$ cat src/rtl/mc_pkg.sv
package mc_pkg;
  typedef enum logic [1:0] {
    FN_ADD = 2'd0,
    FN_SUB = 2'd1,
    FN_AND = 2'd2,
    FN_OR  = 2'd3
  } aluFnT;

  typedef struct packed {
    logic       pcLoad;
    logic       irWrite;
    logic       abWrite;
    logic       aluOutWrite;
    logic       mdrWrite;
    logic       regWrite;
    logic       regDst;
    logic       memToReg;
    logic       addrSel;
    logic       memWrite;
    logic       srcA;
    logic [1:0] srcB;
    aluFnT      aluFn;
    logic [1:0] pcSrc;
  } ctrlT;

  localparam logic [5:0] FUNCT_ADD = 6'h20;
  localparam logic [5:0] FUNCT_SUB = 6'h22;
  localparam logic [5:0] FUNCT_AND = 6'h24;
  localparam logic [5:0] FUNCT_OR  = 6'h25;
endpackage

$ cat src/rtl/mc_ctrl.sv
module mc_ctrl
  import mc_pkg::*;
(
  input  logic       pcWrite,
  input  logic       pcWriteCond,
  input  logic       irWrite,
  input  logic       opLatchWrite,
  input  logic       aluOutWrite,
  input  logic       mdrWrite,
  input  logic       regWrite,
  input  logic       regDst,
  input  logic       memToReg,
  input  logic       addrSel,
  input  logic       memWrite,
  input  logic       aluSrcA,
  input  logic [1:0] aluSrcB,
  input  logic [1:0] aluOp,
  input  logic [1:0] pcSource,
  input  logic [5:0] functField,
  input  logic       eqFlag,
  output ctrlT       ctrl
);
  aluFnT functFn;

  // Function-field decode; unlisted codes fall back to add
  always_comb begin
    case (functField)
      FUNCT_SUB: functFn = FN_SUB;
      FUNCT_AND: functFn = FN_AND;
      FUNCT_OR:  functFn = FN_OR;
      default:   functFn = FN_ADD;
    endcase
  end

  always_comb begin
    ctrl             = '0;
    ctrl.pcLoad      = pcWrite | (pcWriteCond & eqFlag);
    ctrl.irWrite     = irWrite;
    ctrl.abWrite     = opLatchWrite;
    ctrl.aluOutWrite = aluOutWrite;
    ctrl.mdrWrite    = mdrWrite;
    ctrl.regWrite    = regWrite;
    ctrl.regDst      = regDst;
    ctrl.memToReg    = memToReg;
    ctrl.addrSel     = addrSel;
    ctrl.memWrite    = memWrite;
    ctrl.srcA        = aluSrcA;
    ctrl.srcB        = aluSrcB;
    ctrl.pcSrc       = pcSource;
    case (aluOp)
      2'b00:   ctrl.aluFn = FN_ADD;
      2'b01:   ctrl.aluFn = FN_SUB;
      default: ctrl.aluFn = functFn;
    endcase
  end
endmodule

$ cat src/rtl/mc_regfile.sv
module mc_regfile #(
  parameter int XLEN = 32,
  parameter int REGS = 32,
  localparam int RAW = $clog2(REGS)
) (
  input  logic            clk,
  input  logic            rstN,
  input  logic [RAW-1:0]  raddrA,
  input  logic [RAW-1:0]  raddrB,
  output logic [XLEN-1:0] rdataA,
  output logic [XLEN-1:0] rdataB,
  input  logic            we,
  input  logic [RAW-1:0]  waddr,
  input  logic [XLEN-1:0] wdata
);
  logic [REGS*XLEN-1:0] flat;

  for (genvar i = 0; i < REGS; i++) begin : g_ent
    if (i == 0) begin : g_zero
      assign flat[XLEN-1:0] = '0;
    end else begin : g_reg
      logic [XLEN-1:0] q;
      always_ff @(posedge clk) begin
        if (!rstN)                             q <= '0;
        else if (we && waddr == RAW'(i))        q <= wdata;
      end
      assign flat[i*XLEN +: XLEN] = q;
    end
  end

  assign rdataA = flat[raddrA*XLEN +: XLEN];
  assign rdataB = flat[raddrB*XLEN +: XLEN];

  p_write_lands_r3: assert property (@(posedge clk) disable iff (!rstN)
    (we && waddr != '0) |=> flat[$past(waddr)*XLEN +: XLEN] == $past(wdata));
endmodule

$ cat src/rtl/mc_datapath.sv
module mc_datapath
  import mc_pkg::*;
#(
  parameter int XLEN = 32,
  parameter int REGS = 32,
  localparam int RAW = $clog2(REGS)
) (
  input  logic            clk,
  input  logic            rstN,
  input  ctrlT            ctrl,
  input  logic [XLEN-1:0] memRdata,
  output logic [XLEN-1:0] memAddr,
  output logic [XLEN-1:0] memWdata,
  output logic            memWe,
  output logic [5:0]      opcode,
  output logic [5:0]      funct,
  output logic            eqFlag
);
  logic [XLEN-1:0] pc, ir, aLat, bLat, aluOut, mdr;
  logic [XLEN-1:0] rfA, rfB, sext, aluInA, aluInB, aluRes, pcNext, jumpTgt, wbData;
  logic [RAW-1:0]  wbAddr;

  assign sext    = {{(XLEN-16){ir[15]}}, ir[15:0]};
  assign jumpTgt = {pc[XLEN-1:28], ir[25:0], 2'b00};
  assign aluInA  = ctrl.srcA ? aLat : pc;

  always_comb begin
    case (ctrl.srcB)
      2'd0:    aluInB = bLat;
      2'd1:    aluInB = XLEN'(4);
      2'd2:    aluInB = sext;
      default: aluInB = sext << 2;
    endcase
  end

  always_comb begin
    case (ctrl.aluFn)
      FN_SUB:  aluRes = aluInA - aluInB;
      FN_AND:  aluRes = aluInA & aluInB;
      FN_OR:   aluRes = aluInA | aluInB;
      default: aluRes = aluInA + aluInB;
    endcase
  end

  always_comb begin
    case (ctrl.pcSrc)
      2'd1:    pcNext = aluOut;
      2'd2:    pcNext = jumpTgt;
      default: pcNext = aluRes;
    endcase
  end

  always_ff @(posedge clk) begin
    if (!rstN) begin
      pc <= '0; ir <= '0; aLat <= '0; bLat <= '0; aluOut <= '0; mdr <= '0;
    end else begin
      if (ctrl.pcLoad)      pc     <= pcNext;
      if (ctrl.irWrite)     ir     <= memRdata;
      if (ctrl.abWrite) begin
        aLat <= rfA;
        bLat <= rfB;
      end
      if (ctrl.aluOutWrite) aluOut <= aluRes;
      if (ctrl.mdrWrite)    mdr    <= memRdata;
    end
  end

  assign wbAddr = ctrl.regDst ? ir[11 +: RAW] : ir[16 +: RAW];
  assign wbData = ctrl.memToReg ? mdr : aluOut;

  mc_regfile #(.XLEN(XLEN), .REGS(REGS)) i_rf (
    .clk(clk), .rstN(rstN),
    .raddrA(ir[21 +: RAW]), .raddrB(ir[16 +: RAW]),
    .rdataA(rfA), .rdataB(rfB),
    .we(ctrl.regWrite), .waddr(wbAddr), .wdata(wbData)
  );

  assign memAddr  = ctrl.addrSel ? aluOut : pc;
  assign memWdata = bLat;
  assign memWe    = ctrl.memWrite;
  assign opcode   = ir[31:26];
  assign funct    = ir[5:0];
  assign eqFlag   = (aLat == bLat);

  p_ir_capture_r1: assert property (@(posedge clk) disable iff (!rstN)
    ctrl.irWrite |=> ir == $past(memRdata));
  p_ab_hold_r10: assert property (@(posedge clk) disable iff (!rstN)
    !ctrl.abWrite |=> $stable(aLat) && $stable(bLat));
  p_pc_hold_r10: assert property (@(posedge clk) disable iff (!rstN)
    !ctrl.pcLoad |=> $stable(pc));
  p_jump_field_r7: assert property (@(posedge clk) disable iff (!rstN)
    (ctrl.pcLoad && ctrl.pcSrc == 2'd2) |=> pc[27:0] == {$past(ir[25:0]), 2'b00});
  p_mdr_hold_r10: assert property (@(posedge clk) disable iff (!rstN)
    !ctrl.mdrWrite |=> $stable(mdr));
endmodule

$ cat src/rtl/mc_proc_datapath.sv
module mc_proc_datapath
  import mc_pkg::*;
#(
  parameter int XLEN = 32,
  parameter int REGS = 32
) (
  input  logic            clk,
  input  logic            rstN,
  input  logic            pcWrite,
  input  logic            pcWriteCond,
  input  logic            irWrite,
  input  logic            opLatchWrite,
  input  logic            aluOutWrite,
  input  logic            mdrWrite,
  input  logic            regWrite,
  input  logic            regDst,
  input  logic            memToReg,
  input  logic            addrSel,
  input  logic            aluSrcA,
  input  logic [1:0]      aluSrcB,
  input  logic [1:0]      aluOp,
  input  logic [1:0]      pcSource,
  input  logic            memWrite,
  input  logic [XLEN-1:0] memRdata,
  output logic [XLEN-1:0] memAddr,
  output logic [XLEN-1:0] memWdata,
  output logic            memWe,
  output logic [5:0]      opcode,
  output logic [5:0]      funct,
  output logic            operandsEqual
);
  ctrlT ctrl;

  mc_ctrl i_ctrl (
    .pcWrite(pcWrite), .pcWriteCond(pcWriteCond), .irWrite(irWrite),
    .opLatchWrite(opLatchWrite), .aluOutWrite(aluOutWrite), .mdrWrite(mdrWrite),
    .regWrite(regWrite), .regDst(regDst), .memToReg(memToReg), .addrSel(addrSel),
    .memWrite(memWrite), .aluSrcA(aluSrcA), .aluSrcB(aluSrcB), .aluOp(aluOp),
    .pcSource(pcSource), .functField(funct), .eqFlag(operandsEqual), .ctrl(ctrl)
  );

  mc_datapath #(.XLEN(XLEN), .REGS(REGS)) i_dp (
    .clk(clk), .rstN(rstN), .ctrl(ctrl), .memRdata(memRdata),
    .memAddr(memAddr), .memWdata(memWdata), .memWe(memWe),
    .opcode(opcode), .funct(funct), .eqFlag(operandsEqual)
  );

  p_branch_not_taken_r6: assert property (@(posedge clk) disable iff (!rstN)
    (pcWriteCond && !pcWrite && !operandsEqual && !addrSel) |=> (!addrSel -> $stable(memAddr)));
endmodule

$ cat config.mk
export PLATFORM = sky130hd
export DESIGN_NAME = mc_proc_datapath
export DESIGN_NICKNAME = d
export VERILOG_FILES = /design/src/rtl/mc_pkg.sv /design/src/rtl/mc_ctrl.sv /design/src/rtl/mc_regfile.sv /design/src/rtl/mc_datapath.sv /design/src/rtl/mc_proc_datapath.sv
export SDC_FILE = /design/constraint.sdc
export NUM_CORES = 2
export LEC_CHECK = 0
export CORE_MARGIN = 1
export CORE_UTILIZATION = 40
export CTS_BUF_LIST = sky130_fd_sc_hd__clkbuf_4 sky130_fd_sc_hd__clkbuf_8
export DETAILED_ROUTE_END_ITERATION = 16
export PLACE_DENSITY_LB_ADDON = 0.12
export SYNTH_ARGS = -nofsm -noshare
export SYNTH_HDL_FRONTEND = slang
export SYNTH_SLANG_ARGS = --single-unit
$ cat constraint.sdc
create_clock -name clk -period 5.9 [get_ports clk]
set_clock_uncertainty 0.1 [all_clocks]
set_input_delay 1.18 -clock clk [delete_from_list [all_inputs] [get_ports clk]]
set_output_delay 1.18 -clock clk [all_outputs]
set_load 0.1 [all_outputs]
## Word level (Yosys, flattened, before mapping)

Index checks and enable logic that the tools add are counted.

| cells by class | value |
|---|---|
| $add $sub $neg | 2 |
| equality and inequality tests | 43 |
| shift-type cells | 2 |
| muxes and demuxes | 9 |
| bitwise operators | 5 |
| reductions and logical operators | 34 |

Operator list:

| cell | number |
|---|---|
| indexed part select 1024 x 11 -> 32 bit | 2 |
| case mux 32 bit (3 select lines) | 2 |
| two-way mux 32 bit | 3 |
| == test 5 bit, second input constant | 16 |
| case mux 32 bit (2 select lines) | 1 |
| == test 5 x 4 -> 1 bit, second input constant | 8 |
| adder 32 bit | 1 |
| AND 32 bit | 1 |
| == test 32 bit | 1 |
| OR 32 bit | 1 |
| subtractor 32 bit | 1 |
| logical AND 1 bit | 31 |
| == test 5 x 3 -> 1 bit, second input constant | 4 |
| == test 6 bit, second input constant | 3 |
| == test 5 x 2 -> 1 bit, second input constant | 2 |
| == test 2 x 1 -> 1 bit, second input constant | 4 |
| == test 2 bit, second input constant | 4 |
| case mux 2 bit (3 select lines) | 1 |
| == test 5 x 1 -> 1 bit, second input constant | 1 |
| two-way mux 5 bit | 1 |
| zero test 2 bit | 2 |
| case mux 2 bit (2 select lines) | 1 |
| AND reduction 2 bit | 1 |
| AND 1 bit | 1 |
| other kinds (2) | 2 |

| word-level totals | value |
|---|---|
| bits in registers | 1184 |
| input port bits | 52 |
| word-level logic and storage cells | 133 |

## Longest topological paths before layout

| depth | value |
|---|---|
| depth in word-level cells | 6 |
| gate-level depth with buffers | 24 |

## Cells and area by module

From an unflattened synthesis, not the netlist that was laid out.

| second synthesis, totals | value |
|---|---|
| cells, all modules | 8066 |
| area total of the unflattened synthesis | 66704.0 µm² |

By module, submodules not included:

| module | times used | cells each | area each (µm²) | seq. area each (µm²) |
|---|---|---|---|---|
| mc_regfile | 1 | 6580 | 53901.7 | 19859.0 |
| mc_datapath | 1 | 1464 | 12643.4 | 3843.7 |
| mc_ctrl | 1 | 22 | 158.9 | 0.0 |

## Worst setup path after synthesis

No wires, ideal clock.

| timing path | value |
|---|---|
| path kind | input to register |
| start | input port aluSrcB[1] |
| end | register i_dp.pc[29] |
| data arrival time | 5669 ps |
| required time | 5663 ps |
| slack | -6 ps |
| stages | 23 |
| path buffers | 4 |
| cell sequence | buf_2 -> buf_2 -> buf_1 -> mux2i_1 -> or2_2 -> ha_1 -> inv_1 -> a221oi_1 -> nand4_1 -> or3_1 -> nor2_2 -> a21oi_1 -> xnor2_1 -> ha_1 -> clkbuf_1 -> a21o_1 -> a21o_1 -> a211o_1 -> a2111oi_0 -> o21ai_0 -> or3_1 -> nand4_1 -> a31oi_1 |

| between the ends | value |
|---|---|
| cells in the longest elaborated chain, start to end | 5 |

Ends and longest elaborated chain:

| what | RTL line | RTL |
|---|---|---|
| start, declared | mc_proc_datapath.sv:20 | `input logic [1:0] aluSrcB,` |
| == test 2 bit (tied with other cells) | mc_datapath.sv:28 | `case (ctrl.srcB)` |
| case mux 32 bit (3 select lines) (*) | mc_datapath.sv:28 |  |
| adder 32 bit (tied with other cells) | mc_datapath.sv:41 | `default: aluRes = aluInA + aluInB;` |
| case mux 32 bit (3 select lines) (*) | mc_datapath.sv:37 | `case (ctrl.aluFn)` |
| case mux 32 bit (2 select lines) (*) | mc_datapath.sv:46 | `case (ctrl.pcSrc)` |
| end signal, assigned | mc_datapath.sv:57 | `if (ctrl.pcLoad) pc <= pcNext;` |
| end, declared | mc_datapath.sv:19 | `logic [XLEN-1:0] pc, ir, aLat, bLat, aluOut, mdr;` |

Mark *: on every way between the ends. The rest lies on a longest branch, timed or not.
A chain may end at the register's enable or synchronous reset.

## Final worst setup path

| timing path | value |
|---|---|
| start | input port aluSrcB[1] |
| end | register i_dp.pc[27] |

The elaborated chain is that of the path after synthesis.

==> flow_metrics.env <==
export IMPL_synth_fa_ha_area_share_pct=1.062
export IMPL_slew_viol_final=0
export IMPL_synth_async_sr_flop_share_pct=0
export IMPL_cp_slowest_cell="clkdlybuf4s50_1"
export IMPL_synthSimpleGateAreaFrac_pct=9.566
export IMPL_remaining_drc_errors=0
export IMPL_path_class="input pin to flip-flop"
export IMPL_core_area_um2=151900
export IMPL_via_per_inst=6.084
export IMPL_ir_drop_uv=237.5
export IMPL_die_width_um=393.3
export IMPL_final_setup_worst_slack_ps=672.2
export IMPL_totalNegativeSetupSlack_ps=0
export IMPL_synth_net_count=5949
export IMPL_power_mw=19.51
export IMPL_power_leakage_nw=22.96
export IMPL_ys_warn_count=0
export IMPL_r2r_start="i_dp.ir[5]"
export IMPL_grt_usage_pct=28.92
export IMPL_whs_ps=363.2
export IMPL_cp_top_family="compound AO/OA/AOI/OAI gates"
export IMPL_max_freq_mhz=191.3
export IMPL_synth_distinct_cells=80
export IMPL_dp_slack_ps=-229.2
export IMPL_cts_made_buffers=208
export IMPL_yosysSeqAreaShare_pct=38.71
export IMPL_fin_crit_ps=5228
export IMPL_synth_area_per_cell_um2=10.45
export IMPL_routedWlPerCell_um=28.45
export IMPL_r2r_setup_slack_ps=940
export IMPL_syn_inst=5860
export IMPL_clkTransAtPathRegs_ps=60
export IMPL_start_util_pct=40.31
export IMPL_wirelength_mm=226.2
export IMPL_ant_nets=0
export IMPL_maxSlewHeadroom_pct=13.41
export IMPL_antenna_found_initial=7
export IMPL_rsz0062_at_grt="no"
export IMPL_required_ps=6640
export IMPL_clkLatencyLatePin_ps=950
export IMPL_drv_cap=0
export IMPL_synth_compound_area_share_pct=17.01
export IMPL_nets=5855
export IMPL_r2r_cells=19
export IMPL_vias=48366
export IMPL_arrival_ps=5970
export IMPL_root_buffer="clkbuf_8"
export IMPL_cp_max_fo=22
export IMPL_cp_num_buf_inv=3
export IMPL_area_growth_synth_to_final_pct=13.48
export IMPL_outcome="finished, final reports clean"
export IMPL_htreeDepth=4
export IMPL_path_cells="clkdlybuf4s50_1, buf_4, nor2_4, a22oi_1, nand4_1, or3_1, o41ai_2, xor2_1, ha_1, a21oi_1, o22ai_1, o22ai_1, o21ai_0, a41oi_1, buf_4, mux2i_1, nand3_1, a32o_1"
export IMPL_worst_setup_path_start_kind="input pin"
export IMPL_overflow=0
export IMPL_grt_pass1_wl_mm=328.0
export IMPL_worstMarginPinSlew_ps=1272
export IMPL_clk_path_buf_depth=3
export IMPL_period_share_pct=88.61
export IMPL_cp_depth=18
export IMPL_max_stage_delay_ps=610
export IMPL_drive_gt1_share_pct=25.92
export IMPL_boundaryPins=130
export IMPL_clock_sinks=1184
export IMPL_setup_viol=0
export IMPL_grt_max_degree=221
export IMPL_io_buffer_count=127
export IMPL_worstSetupStartpoint="aluSrcB[1]"
export IMPL_synth_edf_count=0
export IMPL_cts_setup_buffers=0
export IMPL_drtIter0Drc=4858
export IMPL_drt_first_pass_iters=6
export IMPL_synth_top_family_by_area="multiplexers"
export IMPL_synth_main_ff_cell="dfxtp_1"
export IMPL_synth_xor_area_share_pct=1.130
export IMPL_fillers=14156
export IMPL_holdBufCountCts=0
export IMPL_min_path_type="flip-flop to flip-flop"
export IMPL_synthMuxAreaShare_pct=27.95
export IMPL_cp_endpoint="i_dp.pc[27]"
export IMPL_rows=143
export IMPL_ys_ff_latch=1184
export IMPL_die_h_um=393.3
export IMPL_synthesis_area_um2=61240
export IMPL_powerDensity_nw_per_um2=280.8
export IMPL_cp_end_kind="flip-flop"
export IMPL_die_area_um2=154700
export IMPL_grt_pass1_vias=45709
export IMPL_finalHoldViolations=0
export IMPL_cts_tree="done"
export IMPL_dp_hpwl_mm=138.1
export IMPL_ctsResizeCount=0
export IMPL_place_gp_congestion=0.9091
export IMPL_r2r_end="i_dp.pc[24]"
worst min-delay path: stages, from the launching register on:
cell     delay (ps)
dfxtp_1         320
nand2_1          50
a21oi_1          50
metrics by stage:
| stage | util, % | std cells | cell area (um2) |
|---|---|---|---|
| 2_1_floorplan | - | 5860 | 61240 |
| 3_3_place_gp | 42.87 | 7586 | 65120 |
| 3_5_place_dp | 42.87 | 7586 | 65120 |
| 4_1_cts | 45.74 | 7945 | 69480 |
| 5_1_grt | 45.75 | 7949 | 69490 |
| 6_report | 45.75 | 7950 | 69490 |
cells in the mapped netlist (16+ instances only):
library cell  count  share of area [%]
a31oi_1          18               0.18
nor2_2           16               0.16
dfxtp_1        1184                 39
a221oi_1         18               0.26
nand2_1          97               0.59
nor2_1         1217                7.5
ha_1             36               0.74
inv_1            27               0.17
mux2i_1         180                2.9
nand3_1          24               0.20
buf_1            76               0.47
o21ai_0          69               0.56
xor2_1           47               0.67
a21oi_1         100               0.82
a211oi_1       1010                 12
buf_2            59               0.48
maj3_1           18               0.29
mux4_2          576                 21
a22o_1           74                1.1
xnor2_1          32               0.46
clkbuf_1        530                3.2
mux2_2          196                3.6
registers in the layout, summed over array words and instances, names as in the netlist:
register / count
i_dp.aLat: 32
i_dp.aluOut: 32
i_dp.i_rf.g_ent.g_reg.q: 992
i_dp.ir: 32
i_dp.mdr: 32
i_dp.memWdata: 32
i_dp.pc: 32
final cells by class:
| class | instances | area, um2 | share of cell area [%] |
|---|---|---|---|
| multi-input cells | 3967 | 35330 | 50.83 |
| flip-flops and latches | 1184 | 23740 | 34.15 |
| clock buffers | 324 | 3934 | 5.661 |
| repair buffers | 377 | 3411 | 4.908 |
| well taps | 2030 | 2540 | 3.655 |
| clock inverters | 35 | 424.2 | 0.6103 |
| inverters | 28 | 112.6 | 0.1620 |
| diodes | 5 | 12.51 | 0.01800 |
cells in the final DEF, fill, tap and decap left out, types with 24 or more instances in the layout:
cell	n
ha_1	35
a21oi_1	100
nor2_4	32
mux2_2	196
a211oi_1	1010
mux2i_1	148
nand3_1	24
clkdlybuf4s50_1	87
buf_12	30
xnor2_1	32
a22o_1	74
nor2_1	1199
mux4_2	576
mux2i_4	26
dfxtp_1	1174
inv_1	27
xor2_1	47
o21ai_0	69
nand2_1	97
clkbuf_8	240
clkbuf_4	84
buf_4	255
power by group:
part           switching, mW  internal, mW  leakage (nW)
registers              0.225          8.15          9.57
clock network           3.59          4.50          2.33
logic                   1.98          1.06          11.1
routing by layer:
metal	vias to the layer above	part of all wire, %	global-route usage [%]
li1	22067	-	-
met1	24134	45	41.15
met2	1794	46	45.00
met3	367	6.6	4.419
met4	4	2.9	9.048
met5	-	0.012	0
worst min path at each step:
stage                     start     endpoint  slack, ps  depth (start not counted)
global route         i_dp.pc[2]   i_dp.pc[2]        390                          2
global placement    i_dp.pc[11]  i_dp.pc[11]        350                          2
detailed placement   i_dp.pc[2]   i_dp.pc[2]        360                          2
CTS                  i_dp.pc[2]   i_dp.pc[2]        370                          2
finish               i_dp.pc[2]   i_dp.pc[2]        360                          2
floorplan           i_dp.pc[13]  i_dp.pc[13]        340                          2
logic make-up (layout without fill, tap and decap cells):
group | count (synthesis) | in the layout
xor+xnor | 79 | 79
other cells | 0 | 5
compound gates | 1412 | 1412
flops | 1184 | 1184
simple gates | 1458 | 1458
fa+ha+maj | 55 | 55
buf+inv | 709 | 764
mux | 963 | 963
Power figures use the tool's default switching activity.
